### config.mk
export PLATFORM = sky130hd
export DESIGN_NAME = rs_symfix
export DESIGN_NICKNAME = d
export VERILOG_FILES = /design/src/rtl/rs_symfix_pkg.sv /design/src/rtl/rs_symfix_pairs.sv /design/src/rtl/rs_symfix_map.sv /design/src/rtl/rs_symfix_ctrl.sv /design/src/rtl/rs_symfix.sv
export SDC_FILE = /design/constraint.sdc
export NUM_CORES = 1
export LEC_CHECK = 0
export ABC_AREA = 1
export BUFFER_PORTS_ARGS = -buffer_cell sky130_fd_sc_hd__buf_2
export CAP_MARGIN = 30
export CORE_MARGIN = 2
export CORE_UTILIZATION = 50
export DETAILED_ROUTE_END_ITERATION = 12
export PLACE_DENSITY = 0.76
export SLEW_MARGIN = 30
export SYNTH_ARGS = -nofsm -noshare
export SYNTH_HDL_FRONTEND = slang
export SYNTH_HIERARCHICAL = 1
export SYNTH_SLANG_ARGS = --single-unit
### constraint.sdc
create_clock -name clk_i -period 3.6 [get_ports clk_i]
set_input_delay 0.18 -clock clk_i [delete_from_list [all_inputs] [get_ports clk_i]]
set_output_delay 0.18 -clock clk_i [all_outputs]
set_load 0.005 [all_outputs]
### src/rtl/rs_symfix_pkg.sv
package rs_symfix_pkg;
  localparam int unsigned SYM_W  = 12;
  localparam int unsigned BYTE_W = 8;
  localparam int unsigned NIB_W  = 4;

  typedef enum logic [1:0] {
    ST_IDLE,
    ST_RD,
    ST_WR,
    ST_FIN
  } st_e;
endpackage

### src/rtl/rs_symfix_pairs.sv
module rs_symfix_pairs
  import rs_symfix_pkg::*;
#(
  parameter int unsigned MAX_ERR = 4,
  parameter int unsigned POS_W   = 11,
  parameter int unsigned CNT_W   = 3
) (
  input  logic                       clk_i,
  input  logic                       rst_ni,
  input  logic                       load_i,
  input  logic                       bypass_i,
  input  logic [CNT_W-1:0]           cnt_i,
  input  logic [MAX_ERR*POS_W-1:0]   pos_i,
  input  logic [MAX_ERR*SYM_W-1:0]   pat_i,
  input  logic [CNT_W-1:0]           sel_i,
  output logic [CNT_W-1:0]           cnt_o,
  output logic [POS_W-1:0]           pos_o,
  output logic [SYM_W-1:0]           pat_o
);
  localparam logic [CNT_W-1:0] CNT_MAX = CNT_W'(MAX_ERR);

  logic [MAX_ERR*POS_W-1:0] pos_q, pos_src;
  logic [MAX_ERR*SYM_W-1:0] pat_q, pat_src;
  logic [CNT_W-1:0]         cnt_q, cnt_clamp;
  logic [POS_W-1:0]         pos_arr [MAX_ERR];
  logic [SYM_W-1:0]         pat_arr [MAX_ERR];

  // clamp
  assign cnt_clamp = (cnt_i > CNT_MAX) ? CNT_MAX : cnt_i;

  always_ff @(posedge clk_i or negedge rst_ni) begin
    if (!rst_ni) begin
      pos_q <= '0;
      pat_q <= '0;
      cnt_q <= '0;
    end else if (load_i) begin
      pos_q <= pos_i;
      pat_q <= pat_i;
      cnt_q <= cnt_clamp;
    end
  end

  // idle: steer live inputs so the first pair dispatches in the start cycle
  assign pos_src = bypass_i ? pos_i : pos_q;
  assign pat_src = bypass_i ? pat_i : pat_q;
  assign cnt_o   = bypass_i ? cnt_clamp : cnt_q;

  for (genvar k = 0; k < MAX_ERR; k++) begin : g_unpack
    assign pos_arr[k] = pos_src[k*POS_W +: POS_W];
    assign pat_arr[k] = pat_src[k*SYM_W +: SYM_W];
  end

  always_comb begin
    pos_o = '0;
    pat_o = '0;
    for (int k = 0; k < MAX_ERR; k++) begin
      if (sel_i == CNT_W'(k)) begin
        pos_o = pos_arr[k];
        pat_o = pat_arr[k];
      end
    end
  end
endmodule

### src/rtl/rs_symfix_map.sv
module rs_symfix_map
  import rs_symfix_pkg::*;
#(
  parameter int unsigned POS_W    = 11,
  parameter int unsigned ADDR_W   = 12,
  parameter int unsigned LAST_POS = 1374
) (
  input  logic [POS_W-1:0]  pos_i,
  input  logic [SYM_W-1:0]  pat_i,
  output logic              ok_o,
  output logic              two_o,
  output logic [ADDR_W-1:0] a0_o,
  output logic [ADDR_W-1:0] a1_o,
  output logic [BYTE_W-1:0] m0_o,
  output logic [BYTE_W-1:0] m1_o
);
  localparam int unsigned W = POS_W + 2;
  localparam logic [POS_W-1:0] LAST_P = POS_W'(LAST_POS);

  logic [W-1:0] base;
  logic         is_zero, in_rng, hi_set;

  // 3p/2 as (p + 2p) >> 1
  assign base    = ({2'b00, pos_i} + {1'b0, pos_i, 1'b0}) >> 1;
  assign is_zero = (pos_i == '0);
  assign in_rng  = (pos_i <= LAST_P);
  assign hi_set  = |pat_i[SYM_W-1:BYTE_W];

  assign ok_o  = in_rng && !(is_zero && hi_set);
  assign two_o = !is_zero;

  always_comb begin
    if (is_zero) begin
      // only 8 real bits in symbol 0
      a0_o = '0;
      m0_o = pat_i[BYTE_W-1:0];
      a1_o = '0;
      m1_o = '0;
    end else if (pos_i[0]) begin
      a0_o = ADDR_W'(base);
      m0_o = pat_i[SYM_W-1:NIB_W];
      a1_o = ADDR_W'(base + 1'b1);
      m1_o = {pat_i[NIB_W-1:0], {NIB_W{1'b0}}};
    end else begin
      a0_o = ADDR_W'(base - 1'b1);
      m0_o = {{NIB_W{1'b0}}, pat_i[SYM_W-1:BYTE_W]};
      a1_o = ADDR_W'(base);
      m1_o = pat_i[BYTE_W-1:0];
    end
  end
endmodule

### src/rtl/rs_symfix_ctrl.sv
module rs_symfix_ctrl
  import rs_symfix_pkg::*;
#(
  parameter int unsigned MAX_ERR   = 4,
  parameter int unsigned CNT_W     = 3,
  parameter int unsigned ADDR_W    = 12,
  parameter int unsigned MEM_BYTES = 2112
) (
  input  logic              clk_i,
  input  logic              rst_ni,
  input  logic              start_i,
  input  logic [CNT_W-1:0]  cnt_eff_i,
  input  logic              ok_i,
  input  logic              two_i,
  input  logic [ADDR_W-1:0] a0_i,
  input  logic [ADDR_W-1:0] a1_i,
  input  logic [BYTE_W-1:0] m0_i,
  input  logic [BYTE_W-1:0] m1_i,
  output logic              load_o,
  output logic              bypass_o,
  output logic [CNT_W-1:0]  sel_o,
  output logic [ADDR_W-1:0] mem_addr_o,
  output logic              mem_rd_o,
  output logic              mem_wr_o,
  output logic [BYTE_W-1:0] mem_wdata_o,
  input  logic [BYTE_W-1:0] mem_rdata_i,
  output logic              done_o,
  output logic              fail_o,
  output logic [CNT_W-1:0]  fixed_o
);
  localparam logic [ADDR_W-1:0] ADDR_LIM = ADDR_W'(MEM_BYTES);
  localparam logic [CNT_W-1:0]  CNT_MAX  = CNT_W'(MAX_ERR);

  st_e               state_q;
  logic [CNT_W-1:0]  idx_q, nxt_idx, cnt_q;
  logic              sel_b_q, two_q, fail_q;
  logic [ADDR_W-1:0] a0_q, a1_q;
  logic [BYTE_W-1:0] m0_q, m1_q;
  logic              idle, at_disp, disp_end;

  assign idle     = (state_q == ST_IDLE);
  assign at_disp  = (idle && start_i) || (state_q == ST_WR && (sel_b_q || !two_q));
  assign nxt_idx  = idle ? '0 : idx_q + 1'b1;
  assign disp_end = (nxt_idx >= cnt_eff_i);

  assign load_o   = idle && start_i;
  assign bypass_o = idle;
  assign sel_o    = nxt_idx;

  always_ff @(posedge clk_i or negedge rst_ni) begin
    if (!rst_ni) begin
      state_q <= ST_IDLE;
      idx_q   <= '0;
      sel_b_q <= 1'b0;
      two_q   <= 1'b0;
      a0_q    <= '0;
      a1_q    <= '0;
      m0_q    <= '0;
      m1_q    <= '0;
      fail_q  <= 1'b0;
      cnt_q   <= '0;
    end else begin
      if (idle && start_i) begin
        fail_q <= 1'b0;
        cnt_q  <= '0;
      end
      if (at_disp) begin
        if (disp_end) begin
          state_q <= ST_FIN;
          cnt_q   <= cnt_eff_i;
        end else if (!ok_i) begin
          state_q <= ST_FIN;
          fail_q  <= 1'b1;
          cnt_q   <= '0;
        end else begin
          state_q <= ST_RD;
          idx_q   <= nxt_idx;
          sel_b_q <= 1'b0;
          two_q   <= two_i;
          a0_q    <= a0_i;
          a1_q    <= a1_i;
          m0_q    <= m0_i;
          m1_q    <= m1_i;
        end
      end else begin
        unique case (state_q)
          ST_RD:   state_q <= ST_WR;
          ST_WR: begin
            sel_b_q <= 1'b1;
            state_q <= ST_RD;
          end
          ST_FIN:  state_q <= ST_IDLE;
          default: ;
        endcase
      end
    end
  end

  assign mem_rd_o    = (state_q == ST_RD);
  assign mem_wr_o    = (state_q == ST_WR);
  assign mem_addr_o  = sel_b_q ? a1_q : a0_q;
  assign mem_wdata_o = mem_rdata_i ^ (sel_b_q ? m1_q : m0_q);
  assign done_o      = (state_q == ST_FIN);
  assign fail_o      = fail_q;
  assign fixed_o     = cnt_q;


  rd_wr_excl_chk: assert property (@(posedge clk_i) disable iff (!rst_ni)
    !(mem_rd_o && mem_wr_o));


  wr_after_rd_chk: assert property (@(posedge clk_i) disable iff (!rst_ni)
    mem_wr_o |-> ($past(mem_rd_o) && mem_addr_o == $past(mem_addr_o)));


  done_pulse_chk: assert property (@(posedge clk_i) disable iff (!rst_ni)
    done_o |=> !done_o);


  fail_zero_chk: assert property (@(posedge clk_i) disable iff (!rst_ni)
    (done_o && fail_o) |-> (fixed_o == '0));


  cnt_bound_chk: assert property (@(posedge clk_i) disable iff (!rst_ni)
    done_o |-> (fixed_o <= CNT_MAX));


  addr_range_chk: assert property (@(posedge clk_i) disable iff (!rst_ni)
    (mem_rd_o || mem_wr_o) |-> (mem_addr_o < ADDR_LIM));


  busy_hold_chk: assert property (@(posedge clk_i) disable iff (!rst_ni)
    (mem_rd_o && start_i) |=> mem_wr_o);
endmodule

### src/rtl/rs_symfix.sv
module rs_symfix
  import rs_symfix_pkg::*;
#(
  parameter int unsigned DATA_BYTES  = 2048,
  parameter int unsigned SPARE_BYTES = 64,
  parameter int unsigned ECC_BYTES   = 14,
  parameter int unsigned MAX_ERR     = 4,
  localparam int unsigned MEM_BYTES  = DATA_BYTES + SPARE_BYTES,
  localparam int unsigned ADDR_W     = $clog2(MEM_BYTES),
  localparam int unsigned LAST_POS   = ((DATA_BYTES + ECC_BYTES) * 8 + SYM_W - 8) / SYM_W - 1,
  localparam int unsigned POS_W      = $clog2(LAST_POS + 1),
  localparam int unsigned CNT_W      = $clog2(MAX_ERR + 1)
) (
  input  logic                     clk_i,
  input  logic                     rst_ni,
  input  logic                     start_i,
  input  logic [CNT_W-1:0]         cnt_i,
  input  logic [MAX_ERR*POS_W-1:0] pos_i,
  input  logic [MAX_ERR*SYM_W-1:0] pat_i,
  output logic [ADDR_W-1:0]        mem_addr_o,
  output logic                     mem_rd_o,
  output logic                     mem_wr_o,
  output logic [BYTE_W-1:0]        mem_wdata_o,
  input  logic [BYTE_W-1:0]        mem_rdata_i,
  output logic                     done_o,
  output logic                     fail_o,
  output logic [CNT_W-1:0]         fixed_o
);
  logic              load, bypass;
  logic [CNT_W-1:0]  sel, cnt_eff;
  logic [POS_W-1:0]  cur_pos;
  logic [SYM_W-1:0]  cur_pat;
  logic              ok, two;
  logic [ADDR_W-1:0] a0, a1;
  logic [BYTE_W-1:0] m0, m1;

  rs_symfix_pairs #(
    .MAX_ERR (MAX_ERR),
    .POS_W   (POS_W),
    .CNT_W   (CNT_W)
  ) u_pairs (
    .clk_i    (clk_i),
    .rst_ni   (rst_ni),
    .load_i   (load),
    .bypass_i (bypass),
    .cnt_i    (cnt_i),
    .pos_i    (pos_i),
    .pat_i    (pat_i),
    .sel_i    (sel),
    .cnt_o    (cnt_eff),
    .pos_o    (cur_pos),
    .pat_o    (cur_pat)
  );

  rs_symfix_map #(
    .POS_W    (POS_W),
    .ADDR_W   (ADDR_W),
    .LAST_POS (LAST_POS)
  ) u_map (
    .pos_i (cur_pos),
    .pat_i (cur_pat),
    .ok_o  (ok),
    .two_o (two),
    .a0_o  (a0),
    .a1_o  (a1),
    .m0_o  (m0),
    .m1_o  (m1)
  );

  rs_symfix_ctrl #(
    .MAX_ERR   (MAX_ERR),
    .CNT_W     (CNT_W),
    .ADDR_W    (ADDR_W),
    .MEM_BYTES (MEM_BYTES)
  ) u_ctrl (
    .clk_i       (clk_i),
    .rst_ni      (rst_ni),
    .start_i     (start_i),
    .cnt_eff_i   (cnt_eff),
    .ok_i        (ok),
    .two_i       (two),
    .a0_i        (a0),
    .a1_i        (a1),
    .m0_i        (m0),
    .m1_i        (m1),
    .load_o      (load),
    .bypass_o    (bypass),
    .sel_o       (sel),
    .mem_addr_o  (mem_addr_o),
    .mem_rd_o    (mem_rd_o),
    .mem_wr_o    (mem_wr_o),
    .mem_wdata_o (mem_wdata_o),
    .mem_rdata_i (mem_rdata_i),
    .done_o      (done_o),
    .fail_o      (fail_o),
    .fixed_o     (fixed_o)
  );
endmodule

==> flow_summary.toml <==
[run_status]
run_status = "completed"

[route]
post_drt_via_cell_ratio = 5.18
drt-initial-drc-count = 1026
postRouteAntennaNets = 0
drc = 0
finalWirelength_um = 28900
drt_first_pass_iters = 6
routed-via-count = 10268
drt-wirelength-per-cell_um = 14.6

[die]
floorplan.die_area_um2 = 20400
initial_utilization_pct = 51.1
row_count = 50
core_area_um2 = 18800
die_height_um = 143
fp.dieW_um = 143
io_pins = 133

[yosys]
synth_top_family_by_area = "simple AND/OR/NAND/NOR gates"
synth.ff_latch_count = 146
simple_gate_share_of_the_synthesized_area_pct = 41.7
synth.mux.area_fraction_pct = 0
yosys.cell_types.count = 38
syn-cell-area_um2 = 9630
post_synth_fa_ha_maj_area_fraction_pct = 4.62
yosys_warn_count = 6
synth-compound-area-share_pct = 6.56
fraction_of_synthesized_cell_area_in_xor_and_xnor_cells_pct = 0.909
post_synthesis_net_count = 1611
syn_area_per_cell_um2 = 6.55
post_synth_inst_count = 1470
seq_area_frac_synth_pct = 37.9

[global_route]
antenna_found_initial = 0
grt_overflow = 0
via_count_of_the_first_global_routing_pass = 9073
grtUsageTotal_pct = 27.3
grt_max_degree = 123
first_pass_grt_wire_length_um = 44700

[min_path]
hold_class = "in2reg"
hp-start = "pos_i[16]"
worst_hold_path.endpoint = "u_pairs/pos_q[16]"
timing.hold.worst_path_depth = 3

[place]
gpl.final_weighted_congestion = 0.850
dp_hpwl_um = 17400
placed_area_um2 = 10600
place.port_buffers = 132

[critical_path]
worst-setup-path-type = "reg2reg"
worst_setup_path_start_kind = "register"
worst_ep_arrival_time_ns = 3.86
r2r-end = "u_ctrl/a0_q[9]"
reg2reg_setup_slack_ns = 0.06
worst-r2r-cell-count = 22
crit_fanout = 7
required_time_at_the_endpoint_of_the_critical_path_ns = 3.93
worst_r2r_startpoint = "u_ctrl/state_q[0]"
critPathCaptureType = "register"

[clock_tree]
cts_made_buffers = 17
ctsRootBufferMaster = "sky130_fd_sc_hd__clkbuf_16"
clock_tree.buffer_depth = 2
post_cts_clock_slew_at_the_launch_and_capture_registers_of_the_worst_setup_and_hold_paths_ns = 0.06
htreeDepth = 4
insertion_delay_ns = 0.43
cts.sink_count = 146
tritoncts = "done"

[sta]
final_hold_viol_count = 0
rsz_0062_raised_after_global_routing = "true"
setup_viol = 0
clock.fmax_mhz = 283
tightest_slew_ns = 0.775
slew_violations = 0
timing.clock.skew_ns = 0.0105
finalWorstPathRequiredPeriod_ns = 3.54
worst_slew_margin_rel_pct = 48.3
share_of_the_clock_period_used_by_the_worst_path_after_layout_pct = 98.2

[layout]
fin_nets = 1849
ratio_of_cells_with_drive_above_1_in_the_final_layout_pct = 19.1
layout.cell_area.non_filler_um2 = 12700
area.growth.synth_to_final_pct = 31.8
n_fill_cell = 1552

[flow_run]
drv_cap = 0
==> metal layers <==
layer | vias up | share of wire (%) | track usage (%)
met4 | 0 | 2.6 | 8.81
met1 | 4691 | 45 | 39.3
met2 | 464 | 45 | 41.6
met5 | - | 0 | 0
li1 | 5037 | - | -
met3 | 76 | 7.3 | 5.10
==> metrics by stage <==
stage	setup WS, ns	cells	hold slack, ns	setup TNS (ns)	utilization, %
6_report	0.0641	1982	0.00691	0	67.4
3_3_place_gp	0.0962	1826	0.198	0	56.2
2_1_floorplan	0.0125	1470	-0.116	0	-
5_1_grt	-0.191	1980	0.0112	-1.84	67.4
3_5_place_dp	-0.0577	1826	0.196	-0.192	56.2
4_1_cts	0.0140	1954	0.00374	0	64.7
==> cell usage after synthesis, drive strengths merged <==
cell type | number | area [um^2]
clkinv | 2 | 7.51
o22ai | 4 | 25.0
clkbuf | 18 | 67.6
ha | 34 | 425
o21a | 2 | 15.0
nand2 | 813 | 3110
o21ai | 74 | 370
dfrtp | 146 | 3650
xnor2 | 1 | 8.76
a31o | 1 | 8.76
inv | 105 | 394
o21bai | 4 | 30.0
xor2 | 9 | 78.8
nand3b | 2 | 15.0
nand4 | 27 | 169
nor3 | 4 | 25.0
nor2 | 55 | 246
o211ai | 4 | 30.0
nor4 | 1 | 6.26
buf | 54 | 332
and2 | 1 | 6.26
nand3 | 80 | 433
fa | 1 | 20.0
a211oi | 2 | 15.0
a21oi | 26 | 138
==> state kept, by name, summed over array words and instances, names as in the netlist <==
| name | count |
|---|---|
| u_ctrl/sel_b_q | 1 |
| u_pairs/cnt_q | 3 |
| u_pairs/pos_q | 44 |
| u_ctrl/m1_q | 8 |
| u_pairs/pat_q | 48 |
| u_ctrl/state_q | 2 |
| u_ctrl/a1_q | 12 |
| u_ctrl/idx_q | 3 |
| u_ctrl/two_q | 1 |
| u_ctrl/fail_o | 1 |
| u_ctrl/a0_q | 12 |
| u_ctrl/fixed_o | 3 |
| u_ctrl/m0_q | 8 |
==> how the worst max path moves through the flow <==
stage | slack [ns] | to | from | cells after the start
final | 0.06 | u_ctrl/a0_q[9] | u_ctrl/state_q[0] | 22
after global routing | -0.19 | u_ctrl/a0_q[10] | u_ctrl/state_q[0] | 23
after CTS | 0.01 | u_ctrl/a1_q[9] | u_ctrl/state_q[0] | 24
after detailed placement | -0.06 | u_ctrl/a1_q[10] | u_ctrl/state_q[0] | 23
after global placement | 0.1 | u_ctrl/a1_q[9] | u_ctrl/idx_q[0] | 23
after floorplan | 0.01 | u_ctrl/a0_q[10] | u_ctrl/state_q[0] | 25
==> final cells by class <==
type | count | area, um^2 | share of cell area (%)
Multi-Input combinational cell | 1145 | 5430 | 42.8
Sequential cell | 146 | 3650 | 28.8
Timing Repair Buffer | 291 | 2280 | 18.0
Clock buffer | 19 | 433 | 3.41
Inverter | 107 | 413 | 3.25
Tap cell | 260 | 325 | 2.56
Clock inverter | 12 | 156 | 1.23
Antenna cell | 2 | 5.00 | 0.0394
==> what timing repair did <==
action | in CTS | in global routing
setup endpoints to repair | 7 | 41
hold buffers | 90 | 0
endpoints found under the hold margin | 151 | 0
pin swaps | 4 | 50
gates resized for setup | 10 | 64
setup buffers | 6 | 23
cloned | 1 | 3
==> critical path, cell delays in order, from the launching register on <==
cell and delay, ns:
sky130_fd_sc_hd__dfrtp_1 0.40, sky130_fd_sc_hd__inv_2 0.07, sky130_fd_sc_hd__ha_4 0.21, sky130_fd_sc_hd__nor2_4 0.17, sky130_fd_sc_hd__inv_2 0.08, sky130_fd_sc_hd__nor3_4 0.29, sky130_fd_sc_hd__nand2_1 0.09, sky130_fd_sc_hd__nand4_1 0.14
sky130_fd_sc_hd__ha_2 0.21, sky130_fd_sc_hd__fa_2 0.48, sky130_fd_sc_hd__inv_2 0.13, sky130_fd_sc_hd__buf_4 0.12, sky130_fd_sc_hd__nand3_2 0.08, sky130_fd_sc_hd__nor2_2 0.10, sky130_fd_sc_hd__nand2_2 0.08, sky130_fd_sc_hd__nor2_2 0.10
sky130_fd_sc_hd__nand2_2 0.09, sky130_fd_sc_hd__nor2_4 0.15, sky130_fd_sc_hd__nand3_2 0.09, sky130_fd_sc_hd__o21ai_1 0.16, sky130_fd_sc_hd__nor2_2 0.05, sky130_fd_sc_hd__nand3_1 0.07, sky130_fd_sc_hd__nand2_1 0.06
==> cells by family after synthesis <==
family / after synthesis
DFF: 146
buffers and inverters: 179
xor gates and xnor gates: 10
AOI/OAI and AO/OA: 117
adders and majority gates: 35
and+or+nand+nor: 983
==> placed cells by master, fill, tap and decap left out, types with 23 or more instances in the layout <==
cell,count
sky130_fd_sc_hd__nand2_1,789
sky130_fd_sc_hd__dfrtp_1,146
sky130_fd_sc_hd__buf_2,131
sky130_fd_sc_hd__dlygate4sd3_1,90
sky130_fd_sc_hd__inv_1,84
sky130_fd_sc_hd__nand3_1,68
sky130_fd_sc_hd__o21ai_0,67
sky130_fd_sc_hd__buf_4,49
sky130_fd_sc_hd__nor2_1,33
sky130_fd_sc_hd__nand4_1,27
sky130_fd_sc_hd__ha_1,23
Power is left out: the tool's default activity adds up to more than one toggle a clock period on the data nets, which glitch-free logic cannot reach.
